### config.mk
export PLATFORM = sky130hd
export DESIGN_NAME = cdown_chan
export DESIGN_NICKNAME = d
export VERILOG_FILES = /design/src/rtl/cdown_pkg.sv /design/src/rtl/cdown_edge.sv /design/src/rtl/cdown_ctrl.sv /design/src/rtl/cdown_count.sv /design/src/rtl/cdown_capt.sv /design/src/rtl/cdown_chan.sv
export SDC_FILE = /design/constraint.sdc
export NUM_CORES = 1
export LEC_CHECK = 0
export BUFFER_PORTS_ARGS = -buffer_cell sky130_fd_sc_hd__buf_2
export CAP_MARGIN = 20
export CORE_UTILIZATION = 31
export DETAILED_ROUTE_END_ITERATION = 6
export PLACE_DENSITY = 0.51
export SYNTH_ARGS = -nofsm -noshare
export SYNTH_HDL_FRONTEND = slang
export SYNTH_HIERARCHICAL = 1
export SYNTH_SLANG_ARGS = --single-unit
export TNS_END_PERCENT = 20
### constraint.sdc
create_clock -name clk -period 7.3 [get_ports clk]
set_clock_uncertainty 0.1 [all_clocks]
set_input_delay 0.365 -clock clk [delete_from_list [all_inputs] [get_ports clk]]
set_output_delay 0.365 -clock clk [all_outputs]
set_load 0.02 [all_outputs]
### src/rtl/cdown_pkg.sv
// Shared types for the countdown channel.
package cdown_pkg;
    typedef enum logic [1:0] {
        MODE_PERIODIC = 2'd0,
        MODE_SPLIT    = 2'd1,
        MODE_ACCUM    = 2'd2,
        MODE_CAPTURE  = 2'd3
    } cd_mode_e;
endpackage

### src/rtl/cdown_edge.sv
// Rising-edge detector for N independent level inputs.
// Assumes inputs are synchronous to clk.
module cdown_edge #(
    parameter int N = 1
) (
    input  logic         clk,
    input  logic         rst_n,
    input  logic [N-1:0] sig_i,
    output logic [N-1:0] rise_o
);
    logic [N-1:0] sig_q;

    // Remember the previous level of each input.
    always_ff @(posedge clk) begin
        if (!rst_n) sig_q <= '0;
        else        sig_q <= sig_i;
    end

    assign rise_o = sig_i & ~sig_q;
endmodule

### src/rtl/cdown_ctrl.sv
// Run control for one countdown channel: decides each cycle whether the
// counter loads, decrements or expires, and tracks the running state.
// Assumes trig_evt_i and en_rise_i are single-cycle edge events.
module cdown_ctrl
    import cdown_pkg::*;
(
    input  logic     clk,
    input  logic     rst_n,
    input  logic     enable_i,
    input  logic     en_rise_i,
    input  logic     trig_evt_i,
    input  logic     chain_i,
    input  logic     opt_chain_i,
    input  logic     opt_start_i,
    input  logic     opt_reload_i,
    input  logic     opt_stop_i,
    input  cd_mode_e mode_i,
    input  logic     cnt_zero_i,
    output logic     running_o,
    output logic     load_o,
    output logic     dec_o,
    output logic     expire_o,
    output logic     cap_o
);
    logic running_q;
    logic tick, live, restart, trig_reload;

    // Count step source: trigger edges in accumulate mode, else chain or clock.
    always_comb begin
        if (mode_i == MODE_ACCUM) tick = trig_evt_i;
        else if (opt_chain_i)     tick = chain_i;
        else                      tick = 1'b1;
    end

    // Per-cycle decisions; a trigger reload takes priority over a step.
    always_comb begin
        live        = enable_i && running_q && !en_rise_i;
        restart     = enable_i && !en_rise_i && !running_q && trig_evt_i;
        trig_reload = live && trig_evt_i && opt_reload_i && (mode_i != MODE_ACCUM);
        expire_o    = live && !trig_reload && tick && cnt_zero_i;
        dec_o       = live && !trig_reload && tick && !cnt_zero_i;
        load_o      = en_rise_i || restart || trig_reload || expire_o;
        cap_o       = live && trig_evt_i && (mode_i == MODE_CAPTURE);
    end

    // Running state: set on enable or trigger restart, cleared on disable or stop.
    always_ff @(posedge clk) begin
        if (!rst_n)                      running_q <= 1'b0;
        else if (en_rise_i)              running_q <= !opt_start_i && (mode_i != MODE_ACCUM);
        else if (!enable_i)              running_q <= 1'b0;
        else if (restart)                running_q <= 1'b1;
        else if (expire_o && opt_stop_i) running_q <= 1'b0;
    end

    assign running_o = running_q;

    // without a trigger edge the accumulator neither steps nor expires.
    a_r5_accum_needs_edge: assert property (@(posedge clk) disable iff (!rst_n)
        (mode_i == MODE_ACCUM && !trig_evt_i) |-> (!dec_o && !expire_o));

    // an expiry with stop set is not followed by another expiry.
    a_r10_halt_after_expiry: assert property (@(posedge clk) disable iff (!rst_n)
        (expire_o && opt_stop_i) |=> !expire_o);

    // a disabled channel takes no counting action.
    a_r12_idle_when_off: assert property (@(posedge clk) disable iff (!rst_n)
        !enable_i |-> (!dec_o && !expire_o && !load_o));
endmodule

### src/rtl/cdown_count.sv
// Counter datapath: loads the reload value (or all ones), and decrements
// either as one W-bit value or as two halves, lower half first.
// Assumes W is even.
module cdown_count #(
    parameter int W = 32
) (
    input  logic         clk,
    input  logic         rst_n,
    input  logic         load_i,
    input  logic         dec_i,
    input  logic         split_i,
    input  logic         fill_i,
    input  logic [W-1:0] load_val_i,
    output logic [W-1:0] cnt_o,
    output logic         zero_o,
    output logic         lo_zero_o
);
    localparam int H = W / 2;
    localparam logic [H-1:0] ONE_H = H'(1);
    localparam logic [W-1:0] ONE_W = W'(1);

    logic [W-1:0] cnt_q, init_val, dec_val;
    logic [H-1:0] lo, hi;

    assign lo = cnt_q[H-1:0];
    assign hi = cnt_q[W-1:H];

    // Reload source: all ones in capture mode, else the load value.
    always_comb init_val = fill_i ? '1 : load_val_i;

    // Next value on a step: whole decrement or lower-half-first split.
    always_comb begin
        if (split_i) begin
            if (lo != '0) dec_val = {hi, lo - ONE_H};
            else          dec_val = {hi - ONE_H, lo};
        end else begin
            dec_val = cnt_q - ONE_W;
        end
    end

    // Counter register.
    always_ff @(posedge clk) begin
        if (!rst_n)      cnt_q <= '0;
        else if (load_i) cnt_q <= init_val;
        else if (dec_i)  cnt_q <= dec_val;
    end

    assign cnt_o     = cnt_q;
    assign zero_o    = (cnt_q == '0);
    assign lo_zero_o = (lo == '0);

    // a load places the selected reload value in the counter.
    a_r2_reload_value: assert property (@(posedge clk) disable iff (!rst_n)
        load_i |=> (cnt_q == $past(init_val)));

    // in split mode the upper half holds while the lower half runs.
    a_r4_upper_waits: assert property (@(posedge clk) disable iff (!rst_n)
        (split_i && dec_i && !load_i && lo != '0) |=> (cnt_q[W-1:H] == $past(hi)));
endmodule

### src/rtl/cdown_capt.sv
// Capture register: stores the inverted count on a capture event.
module cdown_capt #(
    parameter int W = 32
) (
    input  logic         clk,
    input  logic         rst_n,
    input  logic         cap_i,
    input  logic [W-1:0] cnt_i,
    output logic [W-1:0] capture_o
);
    logic [W-1:0] cap_q;

    // Hold the inverse of the count seen at a capture event.
    always_ff @(posedge clk) begin
        if (!rst_n)     cap_q <= '0;
        else if (cap_i) cap_q <= ~cnt_i;
    end

    assign capture_o = cap_q;

    // the captured value changes only on a capture event.
    a_r6_capture_holds: assert property (@(posedge clk) disable iff (!rst_n)
        !cap_i |=> $stable(cap_q));
endmodule

### src/rtl/cdown_chan.sv
// One countdown timer channel with periodic, split, accumulate and capture
// modes. Assumes all inputs are synchronous to clk and W is even.
module cdown_chan
    import cdown_pkg::*;
#(
    parameter int W = 32
) (
    input  logic         clk,
    input  logic         rst_n,
    input  logic         enable_i,
    input  logic [1:0]   mode_i,
    input  logic [W-1:0] load_val_i,
    input  logic         trig_i,
    input  logic         chain_i,
    input  logic         opt_chain_i,
    input  logic         opt_start_i,
    input  logic         opt_reload_i,
    input  logic         opt_stop_i,
    output logic [W-1:0] count_o,
    output logic [W-1:0] capture_o,
    output logic         timeout_o,
    output logic         pretrig_o,
    output logic         flag_set_o
);
    cd_mode_e mode;
    logic [1:0] rises;
    logic en_rise, trig_evt;
    logic running, load, dec, expire, cap, cnt_zero, lo_zero;

    assign mode = cd_mode_e'(mode_i);

    cdown_edge #(.N(2)) u_edge (
        .clk    (clk),
        .rst_n  (rst_n),
        .sig_i  ({trig_i, enable_i}),
        .rise_o (rises)
    );
    assign en_rise  = rises[0];
    assign trig_evt = rises[1];

    cdown_ctrl u_ctrl (
        .clk          (clk),
        .rst_n        (rst_n),
        .enable_i     (enable_i),
        .en_rise_i    (en_rise),
        .trig_evt_i   (trig_evt),
        .chain_i      (chain_i),
        .opt_chain_i  (opt_chain_i),
        .opt_start_i  (opt_start_i),
        .opt_reload_i (opt_reload_i),
        .opt_stop_i   (opt_stop_i),
        .mode_i       (mode),
        .cnt_zero_i   (cnt_zero),
        .running_o    (running),
        .load_o       (load),
        .dec_o        (dec),
        .expire_o     (expire),
        .cap_o        (cap)
    );

    cdown_count #(.W(W)) u_count (
        .clk        (clk),
        .rst_n      (rst_n),
        .load_i     (load),
        .dec_i      (dec),
        .split_i    (mode == MODE_SPLIT),
        .fill_i     (mode == MODE_CAPTURE),
        .load_val_i (load_val_i),
        .cnt_o      (count_o),
        .zero_o     (cnt_zero),
        .lo_zero_o  (lo_zero)
    );

    cdown_capt #(.W(W)) u_capt (
        .clk       (clk),
        .rst_n     (rst_n),
        .cap_i     (cap),
        .cnt_i     (count_o),
        .capture_o (capture_o)
    );

    // Expiry drives both the trigger pulse and the flag request.
    assign timeout_o  = expire;
    assign flag_set_o = expire;
    assign pretrig_o  = enable_i && running && (mode == MODE_SPLIT) && lo_zero;

    // the pre-trigger level exists only in split mode.
    a_r4_pretrig_split_only: assert property (@(posedge clk) disable iff (!rst_n)
        pretrig_o |-> (mode == MODE_SPLIT));

    // the count holds across a disabled cycle.
    a_r12_hold_when_off: assert property (@(posedge clk) disable iff (!rst_n)
        !enable_i |=> $stable(count_o));
endmodule

==> impl_summary.txt, run 1 <==
----------------------------------------------------
[Critical path]
  Series of cell instances along the critical path ... inv_1, ha_1, nor3b_1, nand4_1, nor4_1, and3b_2, a211oi_1, o21ai_2, buf_4, nand2b_1, nor2_1, a21oi_1, a21oi_1, o32ai_1
  Critical path depth in cells ... 14
  Cell class contributing the biggest share of worst-path delay ... simple AND/OR/NAND/NOR gates
  R2r endpoint ... u_count/cnt_o[21]
  Cell at the slowest stage of the critical path ... sky130_fd_sc_hd__nor4_1
  Register-to-register path setup slack ... 2.95 ns
  Buffering stage count on the worst path with inverters included ... 2
  Worst Setup SP ... u_count/cnt_o[0]
  Kind of end point of the critical path ... register
  Max FO, Critical Path ... 32
  Maximum single-stage delay on the critical path ... 0.66 ns
  Top cell by count, worst path ... sky130_fd_sc_hd__a21oi_1
  Startpoint Class ... register
  Startpoint-to-endpoint class of the critical path ... reg2reg
  R2R Path Start ... u_count/cnt_o[0]
  Required time of the worst setup path ... 7.40 ns
  Depth of the most critical reg-to-reg path ... 14
  Worst path arrival time ... 4.45 ns

[Cells and area]
  Number of nets in the final layout ... 581
  Antenna diodes ... 0
  Layout cell share with drive strength beyond 1 ... 29.00%
  Filler instances ... 1262
  Multi-input combinational cell area ... 2236 µm²
  Area growth from synthesis to layout ... 22.49%
  Area of all sequential standard cells ... 1341 µm²

[Pwr]
  Worst vdd rail ir drop ... 0.1007 mV
  Total Power ... 0.001026 W
  Total leakage power ... 2.134 nW
  Power density over the cells ... 220.2 nW/µm²

[Logic synthesis]
  Cell count after synthesis ... 437
  Number of enable flip-flop cells after synthesis ... 0
  Average size of a mapped cell ... 8.710 µm²
  Synth async-reset ratio ... 0%
  Post-Synth Simple-Gate Area ... 23.27%
  Top cells by area, synth ... sky130_fd_sc_hd__dfxtp_1 (35%), sky130_fd_sc_hd__o211a_1 (8.9%), sky130_fd_sc_hd__nand2_1 (4.7%)
  Nets in the synthesized netlist ... 482
  Sequential-to-total area share from yosys stat ... 35.24%
  Adder-cell share of the synthesized area ... 0.6575%
  Share of the synthesized area in compound gates (AO/OA/AOI/OAI) ... 31.30%
  Combinational family with the most area after synthesis ... compound AO/OA/AOI/OAI gates
  Mux contribution to synthesized area ... 1.381%
  Area share of xor/xnor cells in the synthesized design ... 1.841%
  Yosys top cell by area ... sky130_fd_sc_hd__dfxtp_1
  Register bit count reported by yosys ... 67
  Most instantiated flip-flop cell in the synthesis netlist ... sky130_fd_sc_hd__dfxtp_1
  Top cell type's share of synthesized area ... 35.24%
  Synthesized area ... 3806 µm²
  Syn. warnings ... 6
  Post-synthesis cell type count ... 72

[GRT]
  Met3 global-route usage ... 5.035%
  Vias in the first global route ... 3778
  Total GRT Usage ... 19.41%
  Global-route wire length before repair ... 19360 µm
  Met2 layer usage reported by global route ... 31.81%
  Initial antenna violation count ... 0
  Pin count of the biggest net entering global routing ... 71
  Total congestion overflow after global routing ... 0
  Gr busiest metal ... met2
  GR Layer Usage met1 ... 24.47%

[CTS]
  CTS Hold Buffers Added ... 0
  CTS tree ... built
  Sink count of the clock tree ... 67
  Clock latency reported for the late side of the worst-skew pair ... 0.34 ns
  CTS Buf Count ... 9
  PostCTS Resize Cnt ... 0
  Cell at the root of the clock tree ... sky130_fd_sc_hd__clkbuf_16
  Setup Fix Bufs, Post-CTS ... 0
  Clock H-tree levels ... 3
  Clock slew seen by the registers of the worst setup and hold paths ... 0.05 ns
  Maximum buffer depth of the clock tree ... 2

[Worst hold path]
  Hold-critical path depth ... 2
  Hold WC Path Type ... in2reg
  Worst hold path startpoint ... trig_i
  Worst Hold End ... u_edge/sig_q[1]

[Timing]
  Setup violations, final ... 0
  Worst slew margin relative to its limit ... 45.18%
  Minimum clock period ... 4.347 ns
  RSZ-0062 raised after global routing ... false
  Hold violation count in the final report ... 0
  Slew at the pin with the worst max-slew slack ... 0.8223 ns
  Aggregate negative setup slack ... 0 ns
  Fraction of the cycle the final worst path needs ... 59.54%
  Achievable frequency ... 230.1 MHz
  Final Max Slew Viols ... 0

[Detailed routing]
  Post-DRT Antenna Nets ... 0
  Count of vias placed by the detailed router ... 3895
  Number of detailed-route iterations in the first pass ... 4
  DRC viols ... 0
  Number of DRC violations after detailed-routing iteration 0 ... 226
  Post-detailed-routing wire length ... 11880 µm
  Routed wirelength normalized by instance count ... 17.34 µm
  Vias per std cell ... 5.686

[Floorplan]
  Top-Level Pins ... 110
  Area of the die ... 12730 µm²
  Die Width ... 112.8 µm
  Core outline area ... 12010 µm²
  Floorplan die height ... 112.8 µm
  Effective utilization at floorplan ... 31.69%
  Number of rows in the core area ... 40

[Place]
  Last weighted congestion value of the routability-driven placer ... 0.8354
  Final HPWL DP ... 8172 µm
  Number of buffer cells added on primary ports ... 109

[Status]
  Outcome ... complete, no violations

[Job]
  Maxcap violations ... 0

----------------------------------------------------
==> per-stage QoR <==
step | std cells | cell area [µm²] | hold slack, ns | utilization [%] | worst slack (ns)
detailed placement | 672 | 4412 | 0.3654 | 36.73 | 3.008
CTS | 685 | 4662 | 0.1500 | 38.81 | 2.983
global placement | 672 | 4412 | 0.3565 | 36.73 | 3.132
finish | 685 | 4662 | 0.1768 | 38.81 | 2.953
floorplan | 437 | 3806 | 0.3867 | - | 3.718
global route | 685 | 4662 | 0.1815 | 38.81 | 2.554
==> power breakdown <==
group / switching (W) / total, W / leakage, nW / internal [W]
clock: 0.000150 / 0.000383 / 0.122 / 0.000233
combinational: 0.000138 / 0.000221 / 1.46 / 0.0000826
sequential: 0.0000371 / 0.000423 / 0.548 / 0.000386
==> cell type report <==
class,count,area share [%]
timing repair buffer,116,12.83
sequential,67,28.77
tap,147,3.945
multi-input combinational,328,47.96
clock buffer,13,5.368
inverter,14,1.127
==> worst max-delay path by stage <==
stage                        endpoint  slack, ns
finish              u_count/cnt_o[21]       2.95
global route        u_count/cnt_o[21]       2.55
CTS                 u_count/cnt_o[21]       2.98
detailed placement  u_count/cnt_o[21]       3.01
global placement    u_count/cnt_o[21]       3.13
floorplan           u_count/cnt_o[18]       3.72
==> flip-flops by register name, summed over array words and instances, names as in the netlist <==
| signal | cells |
|---|---|
| u_count/cnt_o | 32 |
| u_ctrl/running_o | 1 |
| u_capt/capture_o | 32 |
| u_edge/sig_q | 2 |
==> metal layers <==
metal / share of wire, % / up-vias / wire (µm)
met1: 47 / 1855 / 5539
met4: 1.9 / 0 / 224
li1: - / 1875 / -
met3: 5.8 / 19 / 692
met5: 0 / - / 0
met2: 46 / 146 / 5420
==> synth_stat cells (3+ instances only) <==
| cell type | count |
|---|---|
| sky130_fd_sc_hd__dfxtp_1 | 67 |
| sky130_fd_sc_hd__nand2_1 | 48 |
| sky130_fd_sc_hd__o211a_1 | 34 |
| sky130_fd_sc_hd__nor2_1 | 29 |
| sky130_fd_sc_hd__o21ai_0 | 29 |
| sky130_fd_sc_hd__a21oi_1 | 21 |
| sky130_fd_sc_hd__clkbuf_1 | 15 |
| sky130_fd_sc_hd__a31oi_1 | 12 |
| sky130_fd_sc_hd__inv_1 | 12 |
| sky130_fd_sc_hd__nor3_1 | 11 |
| sky130_fd_sc_hd__nor4_1 | 10 |
| sky130_fd_sc_hd__nand4_1 | 9 |
| sky130_fd_sc_hd__nand3_1 | 8 |
| sky130_fd_sc_hd__o211ai_1 | 6 |
| sky130_fd_sc_hd__or3_1 | 6 |
| sky130_fd_sc_hd__a32o_1 | 5 |
| sky130_fd_sc_hd__buf_6 | 5 |
| sky130_fd_sc_hd__nand2b_1 | 4 |
| sky130_fd_sc_hd__o21ai_1 | 4 |
| sky130_fd_sc_hd__o22ai_1 | 4 |
| sky130_fd_sc_hd__xnor2_1 | 4 |
| sky130_fd_sc_hd__xor2_1 | 4 |
| sky130_fd_sc_hd__a211oi_1 | 3 |
| sky130_fd_sc_hd__a21o_1 | 3 |
| sky130_fd_sc_hd__a41o_1 | 3 |
| sky130_fd_sc_hd__buf_2 | 3 |
| sky130_fd_sc_hd__buf_8 | 3 |
| sky130_fd_sc_hd__mux2i_1 | 3 |
| sky130_fd_sc_hd__nor2b_4 | 3 |
| sky130_fd_sc_hd__nor3b_1 | 3 |
| sky130_fd_sc_hd__o2111ai_1 | 3 |
| sky130_fd_sc_hd__o31a_1 | 3 |
| sky130_fd_sc_hd__or4_1 | 3 |
==> kinds of logic after synthesis <==
kind of cell               count (synthesis)
DFF                                       67
muxes                                      5
xor gates and xnor gates                   8
and+or+nand+nor                          158
AOI/OAI and AO/OA                        155
buffers and inverters                     42
adders and majority gates                  2
==> cell usage in the layout (no fill, tap or decap), types with 4 or more instances in the layout <==
master / instances
sky130_fd_sc_hd__o21ai_0: 29
sky130_fd_sc_hd__buf_2: 109
sky130_fd_sc_hd__nand4_1: 9
sky130_fd_sc_hd__buf_4: 7
sky130_fd_sc_hd__xor2_1: 4
sky130_fd_sc_hd__dfxtp_1: 67
sky130_fd_sc_hd__nor3_1: 11
sky130_fd_sc_hd__o211ai_1: 6
sky130_fd_sc_hd__nand2_1: 48
sky130_fd_sc_hd__nor2_1: 28
sky130_fd_sc_hd__o22ai_1: 4
sky130_fd_sc_hd__or3_1: 6
sky130_fd_sc_hd__nor4_1: 10
sky130_fd_sc_hd__xnor2_1: 4
sky130_fd_sc_hd__clkbuf_16: 9
sky130_fd_sc_hd__inv_1: 12
sky130_fd_sc_hd__o211a_1: 34
sky130_fd_sc_hd__a21oi_1: 21
sky130_fd_sc_hd__nand3_1: 8
sky130_fd_sc_hd__a31oi_1: 12
sky130_fd_sc_hd__nand2b_1: 4
sky130_fd_sc_hd__a32o_1: 5
Note: power is estimated with default switching activity, not from simulation.
==> run 2, diff against run 1 <==
--- a/config.mk
+++ b/config.mk
@@ -5,11 +5,12 @@
 export SDC_FILE = /design/constraint.sdc
 export NUM_CORES = 1
 export LEC_CHECK = 0
+export ABC_AREA = 1
 export BUFFER_PORTS_ARGS = -buffer_cell sky130_fd_sc_hd__buf_2
 export CAP_MARGIN = 20
 export CORE_UTILIZATION = 31
 export DETAILED_ROUTE_END_ITERATION = 6
-export PLACE_DENSITY = 0.51
+export PLACE_DENSITY = 0.52
 export SYNTH_ARGS = -nofsm -noshare
 export SYNTH_HDL_FRONTEND = slang
 export SYNTH_HIERARCHICAL = 1
==> constraint.sdc (replaced) <==
create_clock -name clk -period 3.51 [get_ports clk]
set_clock_uncertainty 0.1 [all_clocks]
set_input_delay 0.1755 -clock clk [delete_from_list [all_inputs] [get_ports clk]]
set_output_delay 0.1755 -clock clk [all_outputs]
set_load 0.02 [all_outputs]
==> run 2 against run 1 <==
Compared with the run above:
- cell area rose by 17%
- clock power up 130%
- fmax up 43%
- setup slack lost 2.5 ns
- sequential power up 110%
- synthesized cell count grew 70%
- clock-buffer cell count is 1 lower
- critical path type unchanged
- first-iteration DRC count up 65%
- die area is 18% higher
==> impl_summary.txt, run 2 <==
----------------------------------------------------
[Pwr]
  Total Power ... 0.002588 W
  Total leakage power ... 2.739 nW
  Worst vdd rail ir drop ... 0.2216 mV
  Power density over the cells ... 473.7 nW/µm²

[Cells and area]
  Commonest non-fill, non-tap cells in the layout ... sky130_fd_sc_hd__nand2_1 (206), sky130_fd_sc_hd__nor2_1 (170), sky130_fd_sc_hd__buf_2 (109)
  Area growth from synthesis to layout ... 21.45%
  Layout cell share with drive strength beyond 1 ... 21.44%
  Filler instances ... 1581
  Antenna diodes ... 0
  Most frequent standard cell in the layout excluding fill and tap cells ... sky130_fd_sc_hd__nand2_1
  Number of nets in the final layout ... 889
  Core occupancy in the finished layout ... 38.90%

[Timing]
  RSZ-0062 raised after global routing ... false
  Achievable frequency ... 328.2 MHz
  Aggregate negative setup slack ... 0 ns
  Minimum clock period ... 3.047 ns
  Final Max Slew Viols ... 0
  Hold violation count in the final report ... 0
  Fraction of the cycle the final worst path needs ... 86.80%
  Setup violations, final ... 0
  Worst slew margin relative to its limit ... 38.81%
  Slew at the pin with the worst max-slew slack ... 0.9169 ns

[Detailed routing]
  Number of DRC violations after detailed-routing iteration 0 ... 373
  DRC viols ... 0
  Routed wirelength normalized by instance count ... 14.21 µm
  Post-DRT Antenna Nets ... 0
  Number of detailed-route iterations in the first pass ... 5
  Post-detailed-routing wire length ... 14620 µm
  Vias per std cell ... 4.710
  Count of vias placed by the detailed router ... 4847

[CTS]
  Cell at the root of the clock tree ... sky130_fd_sc_hd__clkbuf_16
  PostCTS Resize Cnt ... 0
  Maximum buffer depth of the clock tree ... 2
  CTS Hold Buffers Added ... 1
  CTS Buf Count ... 9
  Setup Fix Bufs, Post-CTS ... 0
  Clock latency reported for the late side of the worst-skew pair ... 0.35 ns
  Sink count of the clock tree ... 67
  Clock slew seen by the registers of the worst setup and hold paths ... 0.06 ns
  Clock H-tree levels ... 3
  CTS tree ... built

[Logic synthesis]
  Average size of a mapped cell ... 6.062 µm²
  Top cell type's share of synthesized area ... 29.82%
  Synthesized area ... 4498 µm²
  Yosys top cell by area ... sky130_fd_sc_hd__dfxtp_1
  Commonest cells in the netlist ... sky130_fd_sc_hd__nand2_1 (206), sky130_fd_sc_hd__nor2_1 (170), sky130_fd_sc_hd__dfxtp_1 (67), sky130_fd_sc_hd__inv_1 (58), sky130_fd_sc_hd__o21ai_0 (44)
  Leading cell type by number of instances after synthesis ... sky130_fd_sc_hd__nand2_1
  Syn. warnings ... 6
  Synth async-reset ratio ... 0%
  Sequential-to-total area share from yosys stat ... 29.82%
  Nets in the synthesized netlist ... 787
  Register bit count reported by yosys ... 67
  Post-synthesis cell type count ... 35
  Top cells by area, synth ... sky130_fd_sc_hd__dfxtp_1 (30%), sky130_fd_sc_hd__nand2_1 (17%), sky130_fd_sc_hd__nor2_1 (14%)
  Number of enable flip-flop cells after synthesis ... 0
  Cell count after synthesis ... 742
  Most instantiated flip-flop cell in the synthesis netlist ... sky130_fd_sc_hd__dfxtp_1

[Worst hold path]
  Hold-critical path depth ... 3
  Worst hold path startpoint ... enable_i
  Worst Hold End ... u_edge/sig_q[0]
  Hold WC Path Type ... in2reg

[GRT]
  Pin count of the biggest net entering global routing ... 65
  Vias in the first global route ... 4460
  Initial antenna violation count ... 0
  Total congestion overflow after global routing ... 0
  Global-route wire length before repair ... 23690 µm
  Total GRT Usage ... 20.69%

[Place]
  Last weighted congestion value of the routability-driven placer ... 0.8818
  Final HPWL DP ... 10640 µm
  Number of buffer cells added on primary ports ... 109

[Critical path]
  Startpoint Class ... register
  Required time of the worst setup path ... 3.64 ns
  Startpoint-to-endpoint class of the critical path ... reg2reg
  Cell at the slowest stage of the critical path ... sky130_fd_sc_hd__dfxtp_1
  Top cell by count, worst path ... sky130_fd_sc_hd__nand2_1
  Buffering stage count on the worst path with inverters included ... 3
  Depth of the most critical reg-to-reg path ... 17
  R2r endpoint ... u_count/cnt_o[14]
  Series of cell instances along the critical path ... inv_1, ha_1, nand2_4, nor2_2, nand2_1, nor3_2, nand2_1, nor3_1, nand3_1, nand3_1, inv_2, nand3_2, nand2_4, inv_4, nand2_1, a21oi_1, nor2_1
  Kind of end point of the critical path ... register
  Worst path arrival time ... 3.18 ns
  Register-to-register path setup slack ... 0.46 ns
  R2R Path Start ... u_count/cnt_o[1]
  Cell class contributing the biggest share of worst-path delay ... simple AND/OR/NAND/NOR gates
  Max FO, Critical Path ... 19
  Maximum single-stage delay on the critical path ... 0.33 ns

[Floorplan]
  Die Width ... 122.5 µm
  Effective utilization at floorplan ... 32.03%
  Number of rows in the core area ... 43
  Floorplan die height ... 122.5 µm
  Top-Level Pins ... 110
  Area of the die ... 15000 µm²
  Core outline area ... 14040 µm²

[Job]
  Maxcap violations ... 0

[Status]
  Outcome ... complete, no violations

----------------------------------------------------
## run 2: layer usage
metal	vias to the layer above	GRT usage (%)	routed length, µm
met1	2155	28.71	7149
met5	-	0	0
met4	0	6.936	226
met3	13	3.625	788
met2	138	32.13	6458
li1	2541	-	-
## run 2: final cells by class
class | count | area (µm²) | share of cell area, %
repair buffers | 121 | 670.6 | 12.28
inverters | 62 | 235.2 | 4.306
multi-input cells | 583 | 2709 | 49.59
flip-flops and latches | 67 | 1341 | 24.55
clock inverters | 4 | 25.02 | 0.4581
clock buffers | 12 | 256.5 | 4.695
well taps | 180 | 225.2 | 4.123
## run 2: worst min-delay path, delay by kind of cell
kind / cells / cell delay (ns)
buf+inv: 2 / 0.17
simple gates: 1 / 0.06
## run 2: how the worst max path moves through the flow
stage / start / end / slack, ns / cells after the start
after CTS: u_count/cnt_o[0] / u_count/cnt_o[14] / 0.44 / 17
after detailed placement: u_count/cnt_o[0] / u_count/cnt_o[14] / 0.47 / 17
after floorplan: u_count/cnt_o[0] / u_count/cnt_o[19] / 0.88 / 18
after global placement: u_count/cnt_o[0] / u_count/cnt_o[20] / 0.59 / 17
after global routing: u_count/cnt_o[0] / u_count/cnt_o[11] / 0.07 / 18
final: u_count/cnt_o[1] / u_count/cnt_o[14] / 0.46 / 17
## run 2: per-stage QoR
| stage | cells | hold WS, ns | area [µm²] | setup slack [ns] |
|---|---|---|---|---|
| finish | 1029 | 0.005936 | 5463 | 0.4634 |
| detailed placement | 1011 | 0.2780 | 5144 | 0.4743 |
| CTS | 1028 | 0.0005319 | 5435 | 0.4430 |
| floorplan | 742 | 0.1690 | 4498 | 0.8781 |
| global placement | 1011 | 0.2767 | 5144 | 0.5861 |
| global route | 1029 | 0.04320 | 5463 | 0.06779 |
## run 2: kinds of logic after synthesis
logic type	after synthesis	synth area share, %
DFF	67	29.82
and+or+nand+nor	481	45.98
AOI/OAI and AO/OA	85	10.63
buffers and inverters	92	10.10
xor gates and xnor gates	15	2.921
adders and majority gates	2	0.5562
## run 2: report_power, final
part           total, W  switching (W)  leakage, nW  internal (W)
clock network  0.000867       0.000353        0.135      0.000514
registers      0.000887      0.0000830        0.546      0.000805
logic          0.000833       0.000563         2.06      0.000271
==> run 3, diff against run 2 <==
--- a/config.mk
+++ b/config.mk
@@ -8,6 +8,7 @@
 export ABC_AREA = 1
 export BUFFER_PORTS_ARGS = -buffer_cell sky130_fd_sc_hd__buf_2
 export CAP_MARGIN = 20
+export CORE_ASPECT_RATIO = 1.5
 export CORE_UTILIZATION = 31
 export DETAILED_ROUTE_END_ITERATION = 6
 export PLACE_DENSITY = 0.52
==> run 3 against run 2 <==
Compared with the run above:
- fmax shrank 0.61%
- first-iteration DRC count fell by 30%
- worst hold slack better by 0.021 ns
- sequential share of layout area down 0.10 points
- cell area increased by 0.41%
- flip-flop and latch count did not move
- clock-buffer cell count decreased by 2
- non-clock buffer count rose by 2
==> impl_summary.txt, run 3 (synthesis results as in run 2) <==
----------------------------------------------------
[Job]
  Maxcap violations ... 0

[Floorplan]
  Number of rows in the core area ... 53
  Core outline area ... 14060 µm²
  Area of the die ... 15010 µm²
  Top-Level Pins ... 110
  Die Width ... 100.4 µm
  Floorplan die height ... 149.5 µm
  Effective utilization at floorplan ... 32.00%

[GRT]
  Pin count of the biggest net entering global routing ... 65
  Total GRT Usage ... 19.87%
  Total congestion overflow after global routing ... 0
  Vias in the first global route ... 4490
  Global-route wire length before repair ... 23030 µm
  Initial antenna violation count ... 0

[Timing]
  Minimum clock period ... 3.065 ns
  Fraction of the cycle the final worst path needs ... 87.33%
  RSZ-0062 raised after global routing ... false
  Slew at the pin with the worst max-slew slack ... 1.021 ns
  Worst slew margin relative to its limit ... 31.88%
  Final Max Slew Viols ... 0
  Setup violations, final ... 0
  Aggregate negative setup slack ... 0 ns
  Achievable frequency ... 326.2 MHz
  Hold violation count in the final report ... 0

[Cells and area]
  Most frequent standard cell in the layout excluding fill and tap cells ... sky130_fd_sc_hd__nand2_1
  Layout cell share with drive strength beyond 1 ... 21.62%
  Number of nets in the final layout ... 891
  Non-filler instance count after layout ... 1043
  Antenna diodes ... 0
  Area growth from synthesis to layout ... 21.95%
  Commonest non-fill, non-tap cells in the layout ... sky130_fd_sc_hd__nand2_1 (206), sky130_fd_sc_hd__nor2_1 (170), sky130_fd_sc_hd__buf_2 (109)

[Place]
  Number of buffer cells added on primary ports ... 109
  Last weighted congestion value of the routability-driven placer ... 0.8573
  Final HPWL DP ... 10980 µm
  Dpl cells ... 1026

[Critical path]
  Worst path arrival time ... 3.19 ns
  Register-to-register path setup slack ... 0.44 ns
  Depth of the most critical reg-to-reg path ... 17
  R2R Path Start ... u_count/cnt_o[0]
  Startpoint Class ... register
  Max FO, Critical Path ... 19
  Kind of end point of the critical path ... register
  Startpoint-to-endpoint class of the critical path ... reg2reg
  Required time of the worst setup path ... 3.63 ns
  R2r endpoint ... u_count/cnt_o[14]

[CTS]
  Cell at the root of the clock tree ... sky130_fd_sc_hd__clkbuf_16
  Clock slew seen by the registers of the worst setup and hold paths ... 0.06 ns
  Clock H-tree levels ... 3
  CTS tree ... built
  Sink count of the clock tree ... 67
  Maximum buffer depth of the clock tree ... 2
  PostCTS Resize Cnt ... 0
  CTS Buf Count ... 9
  CTS Hold Buffers Added ... 1
  Clock latency reported for the late side of the worst-skew pair ... 0.33 ns
  Setup Fix Bufs, Post-CTS ... 0

[Detailed routing]
  Vias per std cell ... 4.724
  Post-DRT Antenna Nets ... 0
  DRC viols ... 0
  Routed wirelength normalized by instance count ... 14.07 µm
  Number of detailed-route iterations in the first pass ... 5
  Count of vias placed by the detailed router ... 4927
  Post-detailed-routing wire length ... 14670 µm
  Number of DRC violations after detailed-routing iteration 0 ... 261

[Pwr]
  Worst vdd rail ir drop ... 0.2487 mV
  Power density over the cells ... 478.9 nW/µm²
  Total leakage power ... 2.751 nW

[Status]
  Outcome ... complete, no violations

[Worst hold path]
  Worst hold path startpoint ... enable_i
  Worst Hold End ... u_edge/sig_q[0]
  Hold-critical path depth ... 3
  Hold WC Path Type ... in2reg

----------------------------------------------------
-- run 3: cell types whose count changed in the layout (fill, tap and decap cells not counted) --
cell	before	now
sky130_fd_sc_hd__clkinvlp_4	2	1
sky130_fd_sc_hd__inv_6	0	1
sky130_fd_sc_hd__buf_4	9	12
sky130_fd_sc_hd__clkinv_4	0	1
sky130_fd_sc_hd__buf_16	1	0
sky130_fd_sc_hd__clkbuf_8	2	0
sky130_fd_sc_hd__bufinv_16	0	1
-- run 3: power breakdown --
group / switching, W / internal (W)
Clock: 0.000354 / 0.000551
Sequential: 0.0000795 / 0.000804
Combinational: 0.000566 / 0.000271
Total: 0.00100 / 0.00163
-- run 3: worst max-delay path by stage --
stage               slack (ns)              from           endpoint
finish                    0.44  u_count/cnt_o[0]  u_count/cnt_o[14]
global placement          0.54  u_count/cnt_o[0]  u_count/cnt_o[14]
global route              0.07  u_count/cnt_o[1]  u_count/cnt_o[15]
floorplan                 0.88  u_count/cnt_o[0]  u_count/cnt_o[19]
detailed placement        0.45  u_count/cnt_o[0]  u_count/cnt_o[14]
CTS                       0.43  u_count/cnt_o[0]  u_count/cnt_o[14]
-- run 3: area by class of cell --
cell class / instances / area, µm²
Tap cell: 192 / 240.2
Clock buffer: 10 / 229.0
Fill cell: 1643 / 8573
Inverter: 62 / 235.2
Clock inverter: 6 / 65.06
Multi-Input combinational cell: 583 / 2709
Timing Repair Buffer: 123 / 665.6
Sequential cell: 67 / 1341
-- run 3: per-layer routing --
metal	track usage, %	share of wire [%]	up-vias	wire (µm)
li1	-	-	2550	-
met1	23.04	42	2253	6214
met2	35.86	52	108	7571
met3	3.129	3.7	16	539
met4	8.116	2.4	0	346
met5	0	0	-	0
-- run 3: worst max-delay path, cell delays in order (launching register included) --
cell and delay (ns):
sky130_fd_sc_hd__dfxtp_1 0.35, sky130_fd_sc_hd__inv_1 0.07, sky130_fd_sc_hd__ha_1 0.25, sky130_fd_sc_hd__nand2_4 0.11, sky130_fd_sc_hd__nor2_2 0.13, sky130_fd_sc_hd__nand2_1 0.10, sky130_fd_sc_hd__nor3_2 0.21, sky130_fd_sc_hd__nand2_1 0.08
sky130_fd_sc_hd__nor3_1 0.33, sky130_fd_sc_hd__nand3_1 0.15, sky130_fd_sc_hd__nand3_1 0.17, sky130_fd_sc_hd__inv_2 0.16, sky130_fd_sc_hd__nand3_2 0.12, sky130_fd_sc_hd__nand2_4 0.13, sky130_fd_sc_hd__inv_4 0.21, sky130_fd_sc_hd__nand2_1 0.09
sky130_fd_sc_hd__a21oi_1 0.12, sky130_fd_sc_hd__nor2_1 0.05
-- run 3: metrics by stage --
stage	cell area (µm²)	power (W)	worst slack, ns	util [%]	hold WS, ns
final	5485	0.002627	0.4446	39.02	0.02717
after global routing	5485	0.002798	0.07196	39.02	0.03792
after global placement	5181	0.001739	0.5370	36.85	0.2834
after floorplan	4498	0.001490	0.8781	-	0.1690
after detailed placement	5181	0.001735	0.4453	36.85	0.2845
after CTS	5485	0.002660	0.4304	39.02	0.01740
